==> src/rtl/serial_cfg_pkg.sv <==
package serial_cfg_pkg;

  // Serial word geometry
  localparam int WORD_W   = 24;
  localparam int ADDR_W   = 2;
  localparam int PAY_W    = WORD_W - ADDR_W;
  localparam int NUM_SLOT = 1 << ADDR_W;

  // Control-word slot addresses (the trailing two serial bits)
  typedef enum logic [ADDR_W-1:0] {
    SLOT_IF_REF = 2'b00,
    SLOT_IF_DIV = 2'b01,
    SLOT_RF_REF = 2'b10,
    SLOT_RF_DIV = 2'b11
  } slot_e;

  // Field positions, given as bit numbers within the 24-bit serial word
  localparam int GPO0_WBIT    = 17;
  localparam int GPO1_WBIT    = 18;
  localparam int RFCP_WLSB    = 18;
  localparam int RFCP_W       = 4;
  localparam int IFGAIN_WBIT  = 20;

  // Serial-word bit number to control-word (payload) bit number
  function automatic int pay_idx(input int wbit);
    return wbit - ADDR_W;
  endfunction

endpackage

==> src/rtl/cfg_sync.sv <==
module cfg_sync #(
  parameter int W      = 3,
  parameter int STAGES = 2
) (
  input  logic         clk,
  input  logic         rst,
  input  logic [W-1:0] async_i,
  output logic [W-1:0] sync_o
);

  logic [W-1:0] stg_q [STAGES];

  always_ff @(posedge clk) begin
    if (rst) begin
      for (int s = 0; s < STAGES; s++) stg_q[s] <= '0;
    end else begin
      stg_q[0] <= async_i;
      for (int s = 1; s < STAGES; s++) stg_q[s] <= stg_q[s-1];
    end
  end

  assign sync_o = stg_q[STAGES-1];

endmodule

==> src/rtl/cfg_edge.sv <==
module cfg_edge #(
  parameter int W = 2
) (
  input  logic         clk,
  input  logic         rst,
  input  logic [W-1:0] lvl_i,
  output logic [W-1:0] rise_o
);

  logic [W-1:0] prev_q;

  always_ff @(posedge clk) begin
    if (rst) prev_q <= '0;
    else     prev_q <= lvl_i;
  end

  assign rise_o = lvl_i & ~prev_q;

endmodule

==> src/rtl/cfg_shifter.sv <==
module cfg_shifter #(
  parameter int W = 24
) (
  input  logic         clk,
  input  logic         rst,
  input  logic         shift_i,
  input  logic         bit_i,
  output logic [W-1:0] word_o
);

  logic [W-1:0] sr_q;

  // MSB-first: new bits enter at the bottom and older bits move upward
  always_ff @(posedge clk) begin
    if (rst)          sr_q <= '0;
    else if (shift_i) sr_q <= {sr_q[W-2:0], bit_i};
  end

  assign word_o = sr_q;

endmodule

==> src/rtl/cfg_latch_bank.sv <==
module cfg_latch_bank #(
  parameter int WORD_W = 24,
  parameter int ADDR_W = 2,
  localparam int PAY_W    = WORD_W - ADDR_W,
  localparam int NUM_SLOT = 1 << ADDR_W
) (
  input  logic                      clk,
  input  logic                      rst,
  input  logic                      load_i,
  input  logic [WORD_W-1:0]         word_i,
  output logic [NUM_SLOT*PAY_W-1:0] slots_o,
  output logic [NUM_SLOT-1:0]       stb_o
);

  logic [ADDR_W-1:0] addr;
  logic [PAY_W-1:0]  payload;

  assign addr    = word_i[ADDR_W-1:0];
  assign payload = word_i[WORD_W-1:ADDR_W];

  for (genvar g = 0; g < NUM_SLOT; g++) begin : g_slot
    logic [PAY_W-1:0] q;
    always_ff @(posedge clk) begin
      if (rst)                              q <= '0;
      else if (load_i && (int'(addr) == g)) q <= payload;
    end
    assign slots_o[g*PAY_W +: PAY_W] = q;
  end

  logic [NUM_SLOT-1:0] stb_q;

  always_ff @(posedge clk) begin
    if (rst)         stb_q <= '0;
    else if (load_i) stb_q <= NUM_SLOT'(1) << addr;
    else             stb_q <= '0;
  end

  assign stb_o = stb_q;

endmodule

==> src/rtl/serial_cfg_port.sv <==
module serial_cfg_port
  import serial_cfg_pkg::*;
#(
  parameter int SYNC_STAGES = 2
) (
  input  logic                clk,
  input  logic                rst,
  input  logic                cfg_sclk_i,
  input  logic                cfg_sdat_i,
  input  logic                cfg_le_i,
  output logic [PAY_W-1:0]    if_ref_word_o,
  output logic [PAY_W-1:0]    if_div_word_o,
  output logic [PAY_W-1:0]    rf_ref_word_o,
  output logic [PAY_W-1:0]    rf_div_word_o,
  output logic [RFCP_W-1:0]   rf_cp_code_o,
  output logic                if_cp_hi_o,
  output logic                gpo0_o,
  output logic                gpo1_o,
  output logic [NUM_SLOT-1:0] load_stb_o
);

  // Synchronized pins, ordered {le, sdat, sclk}
  logic [2:0] pins_s;

  cfg_sync #(.W(3), .STAGES(SYNC_STAGES)) u_sync (
    .clk     (clk),
    .rst     (rst),
    .async_i ({cfg_le_i, cfg_sdat_i, cfg_sclk_i}),
    .sync_o  (pins_s)
  );

  // Rising edges of {le, sclk}
  logic [1:0] rise;

  cfg_edge #(.W(2)) u_edge (
    .clk    (clk),
    .rst    (rst),
    .lvl_i  ({pins_s[2], pins_s[0]}),
    .rise_o (rise)
  );

  logic [WORD_W-1:0] sr_word;

  cfg_shifter #(.W(WORD_W)) u_shift (
    .clk     (clk),
    .rst     (rst),
    .shift_i (rise[0]),
    .bit_i   (pins_s[1]),
    .word_o  (sr_word)
  );

  logic [NUM_SLOT*PAY_W-1:0] slots;

  cfg_latch_bank #(.WORD_W(WORD_W), .ADDR_W(ADDR_W)) u_bank (
    .clk     (clk),
    .rst     (rst),
    .load_i  (rise[1]),
    .word_i  (sr_word),
    .slots_o (slots),
    .stb_o   (load_stb_o)
  );

  assign if_ref_word_o = slots[int'(SLOT_IF_REF)*PAY_W +: PAY_W];
  assign if_div_word_o = slots[int'(SLOT_IF_DIV)*PAY_W +: PAY_W];
  assign rf_ref_word_o = slots[int'(SLOT_RF_REF)*PAY_W +: PAY_W];
  assign rf_div_word_o = slots[int'(SLOT_RF_DIV)*PAY_W +: PAY_W];

  // Fields taken straight from the latch flops
  assign rf_cp_code_o = rf_ref_word_o[pay_idx(RFCP_WLSB) +: RFCP_W];
  assign if_cp_hi_o   = if_ref_word_o[pay_idx(IFGAIN_WBIT)];
  assign gpo0_o       = if_div_word_o[pay_idx(GPO0_WBIT)];
  assign gpo1_o       = if_div_word_o[pay_idx(GPO1_WBIT)];

endmodule

==> config.mk <==
export PLATFORM = sky130hd
export DESIGN_NAME = serial_cfg_port
export DESIGN_NICKNAME = d
export VERILOG_FILES = /design/src/rtl/serial_cfg_pkg.sv /design/src/rtl/cfg_sync.sv /design/src/rtl/cfg_edge.sv /design/src/rtl/cfg_shifter.sv /design/src/rtl/cfg_latch_bank.sv /design/src/rtl/serial_cfg_port.sv
export SDC_FILE = /design/constraint.sdc
export NUM_CORES = 1
export LEC_CHECK = 0
export BUFFER_PORTS_ARGS = -buffer_cell sky130_fd_sc_hd__buf_2
export CAP_MARGIN = 15
export CORE_ASPECT_RATIO = 1.5
export CORE_MARGIN = 5
export CORE_UTILIZATION = 47
export DETAILED_ROUTE_END_ITERATION = 6
export GPL_ROUTABILITY_DRIVEN = 0
export PLACE_DENSITY_LB_ADDON = 0.3
export REMOVE_ABC_BUFFERS = 1
export SYNTH_ARGS = -nofsm -noshare
export SYNTH_HDL_FRONTEND = slang
export SYNTH_SLANG_ARGS = --single-unit
==> constraint.sdc <==
create_clock -name clk -period 1.31 [get_ports clk]
set_input_delay 0.0655 -clock clk [delete_from_list [all_inputs] [get_ports clk]]
set_output_delay 0.0655 -clock clk [all_outputs]
set_load 0.03 [all_outputs]
==> reports/metrics.cfg <==
[outcome]
run_status=complete, no violations

[global_routing]
vias_in_the_first_global_route=3529
grt_remaining_overflow=0
grt_usage=0.203
initial_antenna_violation_count=0
grt_start_max_net_pins=63
grt_first_pass_wirelength_um=17500

[pwr]
seq_power_share=0.460
psw_uw=1630
clkPwrFrac=0.520
post-layout-total-power_uw=8240
power.switching_fraction=0.197
power.leakage_uw=0.00227
p_comb_frac=0.020
vdd_ir_drop_max_mv=1.09
power.density_mw_per_mm2=1470
internal_power_uw=6620

[min_path]
hold-path-endpoint=u_sync.stg_q[0][0]
whs_path_cells=3
hold_start=cfg_sclk_i
holdCritPathClass=in -> reg

[clock_tree]
clk_transition_reported_paths_ps=50
cts_tree=done
cts_inserted_buffers=17
post-cts-setup-buffers=0
clkSinkCount=124
clk_path_buf_depth=2
cts_root_buffer=sky130_fd_sc_hd__clkbuf_16
clk-insertion-delay-late_ps=400
cts.htree.levels=4

[detailed_routing]
drt.antenna.violating_nets=0
drt_drc_violations_left=0
detail_route.vias_per_cell=5.02
firstDrtPassIters=4
drt_iter0_markers=236
num_vias=3792
drt-wirelength-per-cell_um=14.4
detail_route.wirelength_um=10900

[finish]
nets=639
antenna-diode-count=0
drive_above_1_share=0.259
fin_util=0.631
flow.area_growth_from_synthesis_pct=30.9

[floorplan]
rows=42
die_area_mm2=0.0112
floorplan.die.width_um=87.9
initial_core_utilization=0.482
die_height_um=127
core_mm2=0.00888
i_o_pin_cnt=104

[critical_path]
timing.critical_path.fanout_max=13
endpoint_kind=flop
worst_ep_arrival_time_ps=1560
rrSetupSlack_ps=20
data_required_time_of_the_worst_path_ps=1590
rr_endpoint=u_bank.g_slot[0].q[19]
path_class=reg -> reg
worstSetupStartpointType=flop
ff2ff_path_depth=4
crit-reg2reg-launch=u_shift.word_o[0]

[timing]
time_the_final_worst_path_needs_with_i_o_delays_and_setup_ps=1290
fin_skew_ps=7.23
max_clock_freq_ghz=0.776
final_max_slew_viol_count=0
timing.final.setup_violations=0
report.final.hold_viol_count=0
slew-limit-headroom=0.823
least_margin_pin_slew_ps=265
rsz0062_at_grt=true
finalCritPeriodShare=0.984

[placement]
dp.final_hpwl_um=7420
numPortBuffers=103

[flow_run]
maxCapViolCount=0

[yosys]
synthesis.instances=528
netlist_area_mm2=0.00428
synth_sequential_area_ratio=0.580
syn_area_per_cell_um2=8.11
synth_cell_types=16
yosysWarningCount=0
yosys_register_bits=124

-- cell type report --
cell class              count  area (um^2)
clock buffers              23          488
fillers                   784         3270
multi-input cells         358         1600
repair buffers            133          833
clock inverters             7         65.1
well taps                 110          138
flip-flops and latches    124         2480
-- timing repair --
| item | 4_1_cts | 5_1_grt |
|---|---|---|
| endpoints found under the hold margin | 8 | 0 |
| hold buffers | 4 | 0 |
| gates resized for setup | 0 | 14 |
| endpoints found under the setup margin | 10 | 42 |
| pin swaps | 0 | 1 |
-- logic make-up after synthesis --
kind of cell	count (synthesis)	synth area share
and+or+nand+nor	246	0.236
buffers and inverters	46	0.0538
AOI/OAI and AO/OA	112	0.131
DFF	124	0.580
-- synth_stat cells --
master | number | share of area
sky130_fd_sc_hd__nor2b_1 | 9 | 0.013
sky130_fd_sc_hd__a21oi_1 | 112 | 0.13
sky130_fd_sc_hd__or4b_1 | 1 | 0.0023
sky130_fd_sc_hd__clkbuf_1 | 29 | 0.025
sky130_fd_sc_hd__nor2_1 | 4 | 0.0035
sky130_fd_sc_hd__nand4b_1 | 1 | 0.0020
sky130_fd_sc_hd__dfxtp_1 | 124 | 0.58
sky130_fd_sc_hd__buf_6 | 3 | 0.0079
sky130_fd_sc_hd__buf_2 | 7 | 0.0082
sky130_fd_sc_hd__and4bb_2 | 2 | 0.0058
sky130_fd_sc_hd__and4b_1 | 1 | 0.0023
sky130_fd_sc_hd__nand2b_1 | 1 | 0.0015
sky130_fd_sc_hd__nand2_1 | 224 | 0.20
sky130_fd_sc_hd__nand4bb_1 | 2 | 0.0053
sky130_fd_sc_hd__buf_4 | 7 | 0.012
sky130_fd_sc_hd__nor4b_2 | 1 | 0.0035
-- stage by stage --
| step | instances | hold slack (ps) | setup WS (ps) | cell area, um^2 | TNS, ps |
|---|---|---|---|---|---|
| after CTS | 755 | 387 | -13.4 | 5560 | -55.0 |
| after floorplan | 482 | 135 | -407 | 4050 | -16330 |
| after global placement | 721 | 279 | 26.3 | 4960 | 0 |
| final | 755 | 412 | 20.5 | 5610 | 0 |
| after detailed placement | 721 | 279 | -0.933 | 4960 | -1.40 |
| after global routing | 755 | 425 | -32.9 | 5610 | -318 |
-- sequential cells by signal, indices dropped and copies added, names as in the netlist --
name             cells
u_bank.g_slot.q     88
u_shift.word_o      24
u_sync.stg_q         6
u_bank.stb_o         4
u_edge.prev_q        2
-- per-layer routing --
| layer | global-route usage | part of all wire | wire [um] |
|---|---|---|---|
| met1 | 0.228 | 0.39 | 4230 |
| met2 | 0.353 | 0.53 | 5810 |
| met3 | 0.0636 | 0.061 | 659 |
| met4 | 0.0732 | 0.015 | 161 |
| met5 | 0 | 0 | 0 |
-- placed cells by master, fill, tap and decap left out, types with 2 or more instances in the layout --
cell type                       instances
sky130_fd_sc_hd__nand2_1              223
sky130_fd_sc_hd__dfxtp_1              123
sky130_fd_sc_hd__a21oi_1              109
sky130_fd_sc_hd__buf_2                102
sky130_fd_sc_hd__clkbuf_16             17
sky130_fd_sc_hd__buf_4                 16
sky130_fd_sc_hd__nor2b_1                8
sky130_fd_sc_hd__buf_6                  6
sky130_fd_sc_hd__nor2_1                 4
sky130_fd_sc_hd__clkinv_2               4
sky130_fd_sc_hd__clkbuf_8               4
sky130_fd_sc_hd__dlygate4sd3_1          4
sky130_fd_sc_hd__buf_12                 4
sky130_fd_sc_hd__a21oi_2                3
sky130_fd_sc_hd__and4bb_2               2
sky130_fd_sc_hd__nand4bb_1              2
sky130_fd_sc_hd__clkinvlp_4             2
sky130_fd_sc_hd__clkbuf_1               2
-- power groups by stage --
stage | Clock (uW) | Sequential, uW | Combinational, uW
after floorplan | 0 | 3870 | 35.0
after global placement | 0 | 3870 | 150
after detailed placement | 0 | 3870 | 152
after CTS | 4360 | 3790 | 162
after global routing | 4540 | 3790 | 183
final | 4280 | 3790 | 167
-- how the worst max path moves through the flow --
stage | to | slack [ps] | from
global placement | u_bank.g_slot[0].q[17] | 30 | u_shift.word_o[0]
global route | u_bank.g_slot[0].q[19] | -30 | u_shift.word_o[0]
CTS | u_bank.g_slot[0].q[17] | -10 | u_shift.word_o[0]
finish | u_bank.g_slot[0].q[19] | 20 | u_shift.word_o[0]
detailed placement | u_bank.g_slot[0].q[17] | -0.9 | u_shift.word_o[0]
floorplan | u_bank.g_slot[0].q[18] | -410 | u_shift.word_o[0]
-- worst max-delay path, cell delays in order (launching register included) --
cell and delay, ps:
sky130_fd_sc_hd__dfxtp_2 320, sky130_fd_sc_hd__or4b_4 550, sky130_fd_sc_hd__buf_6 170, sky130_fd_sc_hd__nand2_1 70
sky130_fd_sc_hd__a21oi_1 60
(Power assumes the default switching activity.)
